`src/rtl/rgn_pkg.sv`:
```
// Package: shared descriptor layout for the address region decoder.
// Assumes a 32-bit descriptor; field order is fixed because software builds it.
package rgn_pkg;

    typedef struct packed {
        logic [2:0]  tgt;     // destination code, 0 = window off
        logic        x_dis;   // execute disable
        logic        c_dis;   // cache disable
        logic        w_dis;   // write disable
        logic        pg_big;  // 1 = 64 KB pages, 0 = 4 KB pages
        logic [10:0] size;    // window length minus one, in pages
        logic [13:0] start;   // window base, in pages
    } rgn_desc_t;

    localparam int SMALL_PG_SH = 12;
    localparam int BIG_PG_SH   = 16;

endpackage

```
`src/rtl/rgn_regfile.sv`:
```
// Module: descriptor and control storage behind the byte-offset write port.
// Assumes descriptors at word offsets 0..NUM_REGIONS-1, control next, status after.
module rgn_regfile
    import rgn_pkg::*;
#(
    parameter int NUM_REGIONS = 16,
    parameter int CFG_AW      = 7
) (
    input  logic             clk,
    input  logic             rst_n,
    input  logic             cfg_we,
    input  logic [CFG_AW-1:0] cfg_addr,
    input  logic [31:0]      cfg_wdata,
    output rgn_desc_t        desc_o [NUM_REGIONS],
    output logic             irq_en_o,
    output logic             clr_req_o
);
    localparam int WORD_W = CFG_AW - 2;
    localparam logic [WORD_W-1:0] CTL_WORD  = WORD_W'(NUM_REGIONS);
    localparam logic [WORD_W-1:0] STAT_WORD = WORD_W'(NUM_REGIONS + 1);

    logic [WORD_W-1:0] word;
    logic              unused_lo;

    assign word      = cfg_addr[CFG_AW-1:2];
    assign unused_lo = ^cfg_addr[1:0];

    // One storage register per window, replaced whole on a matching write.
    for (genvar g = 0; g < NUM_REGIONS; g++) begin : g_desc
        rgn_desc_t q;
        always_ff @(posedge clk) begin
            if (!rst_n)
                q <= '0;
            else if (cfg_we && word == WORD_W'(g))
                q <= rgn_desc_t'(cfg_wdata);
        end
        assign desc_o[g] = q;
    end

    // Interrupt enable bit of the control word.
    always_ff @(posedge clk) begin
        if (!rst_n)
            irq_en_o <= 1'b0;
        else if (cfg_we && word == CTL_WORD)
            irq_en_o <= cfg_wdata[7];
    end

    // Write-1-to-clear request toward the violation latch.
    assign clr_req_o = cfg_we && (word == STAT_WORD) && cfg_wdata[0];

endmodule

```
`src/rtl/rgn_match.sv`:
```
// Module: range compare of one address against one window.
// Assumes start and size are page counts; page size picked by pg_big.
module rgn_match
    import rgn_pkg::*;
#(
    parameter int ADDR_W = 32
) (
    input  logic [ADDR_W-1:0] addr,
    input  logic [2:0]        tgt,
    input  logic              pg_big,
    input  logic [10:0]       size,
    input  logic [13:0]       start,
    output logic              hit
);
    localparam int EXT_W = ADDR_W + 1;

    logic [4:0]       sh;
    logic [EXT_W-1:0] base, span, addr_x, ofs;

    // Scale fields to bytes and test base <= addr < base + span.
    always_comb begin
        sh     = pg_big ? 5'(BIG_PG_SH) : 5'(SMALL_PG_SH);
        base   = EXT_W'(start) << sh;
        span   = (EXT_W'(size) + EXT_W'(1)) << sh;
        addr_x = {1'b0, addr};
        ofs    = addr_x - base;
        hit    = (tgt != 3'b000) && (addr_x >= base) && (ofs < span);
    end

endmodule

```
`src/rtl/rgn_prio.sv`:
```
// Module: picks the lowest-numbered asserted hit.
// Assumes index reads 0 when nothing hits.
module rgn_prio #(
    parameter int NUM_REGIONS = 16,
    parameter int IDX_W       = 4
) (
    input  logic [NUM_REGIONS-1:0] hits,
    output logic                   any,
    output logic [IDX_W-1:0]       idx
);
    // Scan downward so the last assignment is the lowest index.
    always_comb begin
        any = |hits;
        idx = '0;
        for (int i = NUM_REGIONS - 1; i >= 0; i--) begin
            if (hits[i]) idx = IDX_W'(i);
        end
    end

endmodule

```
`src/rtl/rgn_viol.sv`:
```
// Module: write-protect violation latch with window number capture.
// Assumes a new violation in the clear cycle wins over the clear.
module rgn_viol #(
    parameter int IDX_W = 4
) (
    input  logic             clk,
    input  logic             rst_n,
    input  logic             viol,
    input  logic [IDX_W-1:0] idx,
    input  logic             clr_req,
    output logic             pend,
    output logic [IDX_W-1:0] region
);
    // Capture first violation; hold until cleared.
    always_ff @(posedge clk) begin
        if (!rst_n) begin
            pend   <= 1'b0;
            region <= '0;
        end else if (viol && (!pend || clr_req)) begin
            pend   <= 1'b1;
            region <= idx;
        end else if (clr_req) begin
            pend   <= 1'b0;
        end
    end

endmodule

```
`src/rtl/region_map_decoder.sv`:
```
// Module: top of the programmable address region decoder.
// Assumes a single access per cycle; decode results are combinational.
module region_map_decoder
    import rgn_pkg::*;
#(
    parameter int  NUM_REGIONS = 16,
    parameter int  ADDR_W      = 32,
    localparam int IDX_W       = $clog2(NUM_REGIONS),
    localparam int CFG_AW      = $clog2(NUM_REGIONS * 4 + 8)
) (
    input  logic              clk,
    input  logic              rst_n,
    input  logic              cfg_we,
    input  logic [CFG_AW-1:0] cfg_addr,
    input  logic [31:0]       cfg_wdata,
    input  logic              acc_valid,
    input  logic              acc_write,
    input  logic [ADDR_W-1:0] acc_addr,
    output logic              hit,
    output logic [IDX_W-1:0]  hit_idx,
    output logic [2:0]        hit_tgt,
    output logic              cacheable,
    output logic              executable,
    output logic              wr_grant,
    output logic              viol_pend,
    output logic [IDX_W-1:0]  viol_region,
    output logic              irq
);
    rgn_desc_t              desc [NUM_REGIONS];
    rgn_desc_t              sel_desc;
    logic [NUM_REGIONS-1:0] hits;
    logic                   irq_en, clr_req, viol, unused_sel;

    rgn_regfile #(.NUM_REGIONS(NUM_REGIONS), .CFG_AW(CFG_AW)) u_regs (
        .clk(clk), .rst_n(rst_n), .cfg_we(cfg_we), .cfg_addr(cfg_addr),
        .cfg_wdata(cfg_wdata), .desc_o(desc), .irq_en_o(irq_en),
        .clr_req_o(clr_req)
    );

    for (genvar g = 0; g < NUM_REGIONS; g++) begin : g_match
        rgn_match #(.ADDR_W(ADDR_W)) u_m (
            .addr(acc_addr), .tgt(desc[g].tgt), .pg_big(desc[g].pg_big),
            .size(desc[g].size), .start(desc[g].start), .hit(hits[g])
        );
    end

    rgn_prio #(.NUM_REGIONS(NUM_REGIONS), .IDX_W(IDX_W)) u_prio (
        .hits(hits), .any(hit), .idx(hit_idx)
    );

    // Attributes of the winning window, gated to zero on a miss.
    always_comb begin
        sel_desc   = desc[hit_idx];
        hit_tgt    = hit ? sel_desc.tgt : 3'b000;
        cacheable  = hit && !sel_desc.c_dis;
        executable = hit && !sel_desc.x_dis;
        viol       = acc_valid && acc_write && hit && sel_desc.w_dis;
        wr_grant   = acc_valid && acc_write && !viol;
    end
    assign unused_sel = ^{sel_desc.pg_big, sel_desc.size, sel_desc.start};

    rgn_viol #(.IDX_W(IDX_W)) u_viol (
        .clk(clk), .rst_n(rst_n), .viol(viol), .idx(hit_idx),
        .clr_req(clr_req), .pend(viol_pend), .region(viol_region)
    );

    assign irq = viol_pend && irq_en;

endmodule

```
`config.mk`:
```
export PLATFORM = sky130hd
export DESIGN_NAME = region_map_decoder
export DESIGN_NICKNAME = d
export VERILOG_FILES = /design/src/rtl/rgn_pkg.sv /design/src/rtl/rgn_regfile.sv /design/src/rtl/rgn_match.sv /design/src/rtl/rgn_prio.sv /design/src/rtl/rgn_viol.sv /design/src/rtl/region_map_decoder.sv
export SDC_FILE = /design/constraint.sdc
export NUM_CORES = 2
export LEC_CHECK = 0
export BUFFER_PORTS_ARGS = -buffer_cell sky130_fd_sc_hd__buf_4
export CELL_PAD_IN_SITES_DETAIL_PLACEMENT = 0
export CELL_PAD_IN_SITES_GLOBAL_PLACEMENT = 2
export CORE_MARGIN = 2
export CORE_UTILIZATION = 42
export DETAILED_ROUTE_END_ITERATION = 10
export PLACE_DENSITY_LB_ADDON = 0.1
export SYNTH_ARGS = -nofsm -noshare
export SYNTH_HDL_FRONTEND = slang
export SYNTH_SLANG_ARGS = --single-unit
export TNS_END_PERCENT = 1
```
`constraint.sdc`:
```
create_clock -name clk -period 15.35 [get_ports clk]
set_clock_uncertainty 0.15 [all_clocks]
set_input_delay 1.535 -clock clk [delete_from_list [all_inputs] [get_ports clk]]
set_output_delay 1.535 -clock clk [all_outputs]
set_load 0.005 [all_outputs]
```
## Word-level counts from Yosys, hierarchy flattened

Index checks and enable logic that the tools add are counted.

- Bits in registers: 518
- Input port bits: 76
- Output and inout bits: 17

- Add/sub/neg operators: 32
- Order comparisons: 33
- Eq/ne operators: 17
- Shift-type cells: 32
- Mux-type cells: 38
- Bitwise logic cells: 1
- Reduce and logical (&&, ||, !) cells: 83

Operators with widths:

| operator | count |
|---|---|
| greater-or-equal comparator 32 x 33 -> 1 bit | 16 |
| less-than comparator 33 bit | 16 |
| << shifter 14 x 5 -> 33 bit | 16 |
| << shifter 33 x 5 -> 33 bit | 16 |
| subtractor 32 x 33 -> 33 bit | 16 |
| adder 11 x 1 -> 12 bit, second input constant | 16 |
| binary-select mux 32 bit (select 4 bit) | 1 |
| 2-to-1 mux 5 bit | 16 |
| 2-to-1 mux 32 bit | 2 |
| 2-to-1 mux 4 bit | 16 |
| logical AND 1 bit | 59 |
| nonzero test 3 bit | 16 |
| == test 5 x 4 -> 1 bit, second input constant | 8 |
| == test 5 x 3 -> 1 bit, second input constant | 4 |
| OR reduction 16 bit | 1 |
| == test 5 x 2 -> 1 bit, second input constant | 2 |
| == test 5 bit, second input constant | 2 |
| == test 5 x 1 -> 1 bit, second input constant | 1 |
| greater-or-equal comparator 5 bit, second input constant | 1 |
| zero test 5 bit | 1 |
| inverter 4 -> 5 bit | 1 |
| zero test 1 bit | 4 |
| 2-to-1 mux 3 bit | 1 |
| 2-to-1 mux 1 bit | 2 |
| other kinds (2) | 2 |

## Depth between registers and ports, before layout

- Word-level depth: 28
- Gate-level depth with buffers: 36

## By module

A second synthesis with hierarchy kept.

- Cells, all modules: 8,241
- Area total of the unflattened synthesis: 65,138.7 um^2

By module, submodules not included:

| module | instances | cells each | area each (um^2) | seq. area each (um^2) |
|---|---|---|---|---|
| rgn_regfile | 1 | 1,746 | 18,330.1 | 10,269.8 |
| rgn_match at g_match[11].u_m ... | 6 | 393 | 2,844.0 | 0.0 |
| rgn_match at g_match[0].u_m ... | 4 | 428 | 2,955.3 | 0.0 |
| rgn_match at g_match[7].u_m ... | 3 | 387 | 2,781.4 | 0.0 |
| rgn_match at g_match[15].u_m | 1 | 388 | 2,817.7 | 0.0 |
| rgn_match at g_match[10].u_m | 1 | 386 | 2,808.9 | 0.0 |
| rgn_match at g_match[6].u_m | 1 | 370 | 2,718.9 | 0.0 |
| region_map_decoder | 1 | 64 | 847.1 | 0.0 |
| rgn_viol | 1 | 22 | 210.2 | 100.1 |
| rgn_prio | 1 | 34 | 176.4 | 0.0 |

## Worst setup path before layout

OpenSTA, ideal clock, no wires.

- Kind: in2out
- From: in acc_addr[14]
- To: out hit_tgt[1]
- Arrival: 7.432 ns
- Data required time: 13.665 ns
- Slack: 6.233 ns
- Stages on the path: 31
- Buffers on the path: 2
- Path through: ha_1 a21o_1 a21o_1 a21oi_1 o31ai_1 a21o_1 a21o_1 a21o_1 a21o_1 a2111oi_0 nor3_1 nor3_1 o41ai_1 a21oi_1 xnor2_1 ha_1 nand4_1 nor4_1 a22oi_1 nand3_1 a311o_1 a221o_1 a211oi_1 o2111ai_1 a21oi_2 buf_2 buf_1 mux2i_1 a21oi_1 a22oi_1 o21ai_0

- Cells in the longest elaborated chain, start to end: 24
- Elaborated cells on any way between the ends: 102
- Classes of those cells: 16 x add/sub; 32 x order compare; 20 x mux; 1 x bitwise; 33 x reduce/logical

RTL lines:

| item | RTL line | text |
|---|---|---|
| from (decl) | region_map_decoder.sv:18 | `input logic [ADDR_W-1:0] acc_addr,` |
| subtractor 32 x 33 -> 33 bit or greater-or-equal comparator 32 x 33 -> 1 bit (tied branches) | rgn_match.sv:26, rgn_match.sv:27 |  |
| less-than comparator 33 bit or logical AND 1 bit (tied branches) | rgn_match.sv:27 | `hit = (tgt != 3'b000) && (addr_x >= base) && (ofs < span);` |
| logical AND 1 bit | rgn_match.sv:27 |  |
| 2-to-1 mux 4 bit (15 in a row) | rgn_prio.sv:16 | `if (hits[i]) idx = IDX_W'(i);` |
| 2-to-1 mux 4 bit * | rgn_prio.sv:16 |  |
| named net hit_idx[1] | region_map_decoder.sv:20 | `output logic [IDX_W-1:0] hit_idx,` |
| inverter 4 -> 5 bit (not written as such) * | region_map_decoder.sv:53 | `sel_desc = desc[hit_idx];` |
| binary-select mux 32 bit (select 4 bit) * | region_map_decoder.sv:53 |  |
| 2-to-1 mux 32 bit (not written as such) * (2 in a row) | region_map_decoder.sv:53 |  |
| 2-to-1 mux 3 bit * | region_map_decoder.sv:54 | `hit_tgt = hit ? sel_desc.tgt : 3'b000;` |
| to (decl) | region_map_decoder.sv:21 | `output logic [2:0] hit_tgt,` |

The timed path passes the listed nets; every way through them passes the cells marked *. The select of a mux whose other input is x is not followed.

## Final worst setup path

- From: in acc_addr[10]
- To: out hit_tgt[1]

- Cells in the longest elaborated chain, start to end: 24
- Elaborated cells on any way between the ends: 102
- Classes of those cells: 16 x add/sub; 32 x order compare; 20 x mux; 1 x bitwise; 33 x reduce/logical

RTL lines:

| item | RTL line |
|---|---|
| subtractor 32 x 33 -> 33 bit or greater-or-equal comparator 32 x 33 -> 1 bit (tied branches) | rgn_match.sv:26, rgn_match.sv:27 |
| less-than comparator 33 bit or logical AND 1 bit (tied branches) | rgn_match.sv:27 |
| logical AND 1 bit | rgn_match.sv:27 |
| 2-to-1 mux 4 bit (16 in a row) | rgn_prio.sv:16 |
| inverter 4 -> 5 bit (not written as such) | region_map_decoder.sv:53 |
| binary-select mux 32 bit (select 4 bit) | region_map_decoder.sv:53 |
| 2-to-1 mux 32 bit (not written as such) (2 in a row) | region_map_decoder.sv:53 |
| 2-to-1 mux 3 bit * | region_map_decoder.sv:54 |

Mark *: on every way between the ends. The rest lies on a longest branch, timed or not. The select of a mux whose other input is x is not followed.

==> flow_metrics.py <==
metrics = {
    "run_status": {
        "status": "complete, no violations",
    },
    "place": {
        "port_buffers": 90,
        "place_hpwl_mm": 158,
        "routabilityCongestion": 0.902,
        "placed_area_mm2": 0.0619,
    },
    "yosys": {
        "synthArstFlopShare": 0,
        "synth_warnings": 0,
        "netlist_instances": 7979,
        "ys_seq_area_frac": 0.178,
        "synth_area_leaders": "ha_1, dfxtp_1, nand2_1, a21oi_1, xnor2_1",
        "synth-edff-count": 0,
        "yosysTopAreaCell": "ha_1",
        "synth_area_mm2": 0.0582,
        "synthFlopType": "dfxtp_1",
        "synth_top_area_share": 0.204,
        "yosys.cell_types.count": 95,
        "postSynthAreaPerCell_um2": 7.29,
        "ys_seq_elements": 518,
    },
    "clocking": {
        "cts_resized": 0,
        "cts_setup_buffers": 0,
        "clkSinkCount": 518,
        "path_clk_slew_ns": 0.06,
        "h-tree-depth": 3,
        "cts_made_buffers": 73,
        "clockRootBuffer": "clkbuf_16",
        "cts_buffer_depth": 3,
        "clk_latency_ns": 0.68,
        "ctsHoldBuffers": 0,
        "cts_tree": "done",
    },
    "timing": {
        "period_needed_ns": 12.39,
        "tns_ns": 0,
        "setup_viol": 0,
        "rsz0062_at_grt": "no",
        "final_hold_viol_count": 0,
        "worst_slew_pin_slew_ns": 1.23,
        "fmax_ghz": 0.0807,
        "relSlewSlack": 0.180,
        "finalCritPeriodShare": 0.807,
        "drv_slew": 0,
    },
    "floorplan": {
        "die_y_um": 376,
        "row_count": 136,
        "dieWidth_um": 376,
        "start_util": 0.423,
        "core_area_mm2": 0.137,
        "io_pins": 93,
        "dieArea_mm2": 0.141,
    },
    "route": {
        "vias": 57800,
        "ant_nets": 0,
        "drt_iter0_drc": 5214,
        "wirelength_mm": 231,
        "drc": 0,
        "vias_per_cell": 5.72,
        "dr.pass1.iters": 8,
        "post_drt_wl_per_cell_um": 22.8,
    },
    "pwr": {
        "vdd_ir_drop_max_mv": 0.0744,
        "seq_power_share": 0.294,
        "p_total_w": 0.00465,
        "p_sw_w": 0.00163,
        "p_leak_nw": 25.0,
        "pwr-share-clk": 0.399,
        "p_comb_frac": 0.308,
        "switching_share": 0.351,
        "internal_power_w": 0.00301,
        "powerDensity_mw_per_mm2": 72.1,
    },
    "global_routing": {
        "grt_use_total": 0.318,
        "grt_start_max_net_pins": 125,
        "grt-ovfl-total": 0,
        "antenna_found_initial": 31,
        "grt_pass1_vias": 53600,
        "grt_first_pass_wirelength_mm": 340,
    },
    "flow_run": {
        "cap_violations": 0,
    },
    "worst_setup_path": {
        "cp-start-kind": "input port",
        "slowest_delay_ns": 0.85,
        "crit_path_frequent_cell": "a21o_1",
        "required_ns": 13.67,
        "crit_fanout": 36,
        "worstPathArrival_ns": 10.70,
        "end_kind": "output port",
        "crit_path_top_delay_cell": "o21ai_4",
        "critPathKind": "in -> out",
    },
    "cells_and_area": {
        "drive_gt1_frac": 0.0495,
        "n_fill_cell": 14200,
        "areaGrowthSynthToFinish_pct": 10.7,
        "final_nets": 9298,
        "final_cell_area_mm2": 0.0644,
    },
    "hold_path": {
        "holdCritPathClass": "reg -> reg",
    },
}
## placed cells by master, fill, tap and decap left out, drive strengths merged, types with 27 or more instances in the layout
cell type / synthesis / routed
nand2: 1673 / 1673
a21oi: 1046 / 1046
ha: 947 / 947
dfxtp: 518 / 518
nor2: 434 / 434
conb: 2 / 403
o21ai: 370 / 370
xnor2: 348 / 348
a21o: 237 / 237
xor2: 223 / 223
nand3: 211 / 211
mux2i: 200 / 200
inv: 167 / 174
buf: 44 / 162
nand4: 142 / 142
nor3: 139 / 139
nand2b: 90 / 90
clkbuf: 314 / 86
a211oi: 78 / 78
nor2b: 76 / 76
and3: 61 / 61
o21bai: 51 / 51
o21a: 49 / 49
or2: 45 / 45
o211ai: 42 / 42
a31oi: 39 / 39
and2: 30 / 30
and4: 28 / 28
a21boi: 27 / 27
## cell usage after synthesis (77+ instances only)
cell type / instances
nor3_1: 137
clkbuf_1: 314
nand3_1: 211
nand4_1: 142
a21oi_1: 1043
dfxtp_1: 518
a21o_1: 237
nor2_1: 434
inv_1: 167
a211oi_1: 77
o21ai_0: 362
nand2b_1: 90
ha_1: 947
xnor2_1: 348
xor2_1: 223
mux2i_1: 200
nand2_1: 1672
## worst max-delay path, delay by kind of cell
family / cells / cell delay (ns)
simple gates: 8 / 1.74
fa+ha+maj: 2 / 0.70
buf+inv: 2 / 0.77
xor+xnor: 1 / 0.10
compound gates: 18 / 5.78
## power groups by stage
stage               Combinational [W]  Sequential, W  Clock (W)
finish                        0.00143        0.00136    0.00185
global route                  0.00160        0.00137    0.00192
CTS                           0.00141        0.00136    0.00188
detailed placement            0.00140        0.00139          0
global placement              0.00138        0.00139          0
floorplan                    0.000992        0.00139          0
## cell families after synthesis
family,after synthesis,synth area share
AOI/OAI and AO/OA,2154,0.222
xor gates and xnor gates,571,0.0860
adders and majority gates,963,0.209
buffers and inverters,530,0.0349
DFF,518,0.178
muxes,227,0.0398
other,2,0.000129
and+or+nand+nor,3014,0.229
## path summary, 6_finish.rpt
path              cells after the start          startpoint  slack, ns            endpoint
setup / recovery                     31        acc_addr[10]       2.96          hit_tgt[1]
hold reg to reg                       2  u_regs.desc_o[252]       0.31  u_regs.desc_o[252]
hold / removal                        2  u_regs.desc_o[252]       0.31  u_regs.desc_o[252]
setup reg to reg                     34   u_regs.desc_o[25]       5.69    u_viol.region[2]
## routing by layer
| layer | routed length, um | global-route usage |
|---|---|---|
| met2 | 100000 | 0.507 |
| met5 | 50 | 0 |
| met1 | 107000 | 0.445 |
| met4 | 7700 | 0.0926 |
| met3 | 15800 | 0.0398 |
## final cells by class
class,instances,area (um^2),share of cell area
Multi-Input combinational cell,7332,47400,0.736
Sequential cell,518,10400,0.161
Tap cell,1794,2240,0.0349
Clock buffer,86,2000,0.0310
Timing Repair Buffer,162,1220,0.0189
Inverter,172,653,0.0101
Clock inverter,38,519,0.00806
Antenna cell,4,10.0,0.000155
## registers in the layout, indices dropped and copies added (netlist names)
register and count:
u_viol.pend 1, u_regs.desc_o 512, u_regs.irq_en_o 1, u_viol.region 4
## stage by stage
stage                     hold WS [ns]  setup WS [ns]  utilization  instances
after floorplan                  0.283           6.23            -       8380
after global placement           0.290           3.10        0.450       9978
after detailed placement         0.296           3.09        0.450       9978
after CTS                        0.303           3.04        0.468      10100
after global routing             0.322           2.38        0.468      10100
final                            0.305           2.96        0.468      10100
(Power assumes the default switching activity.)
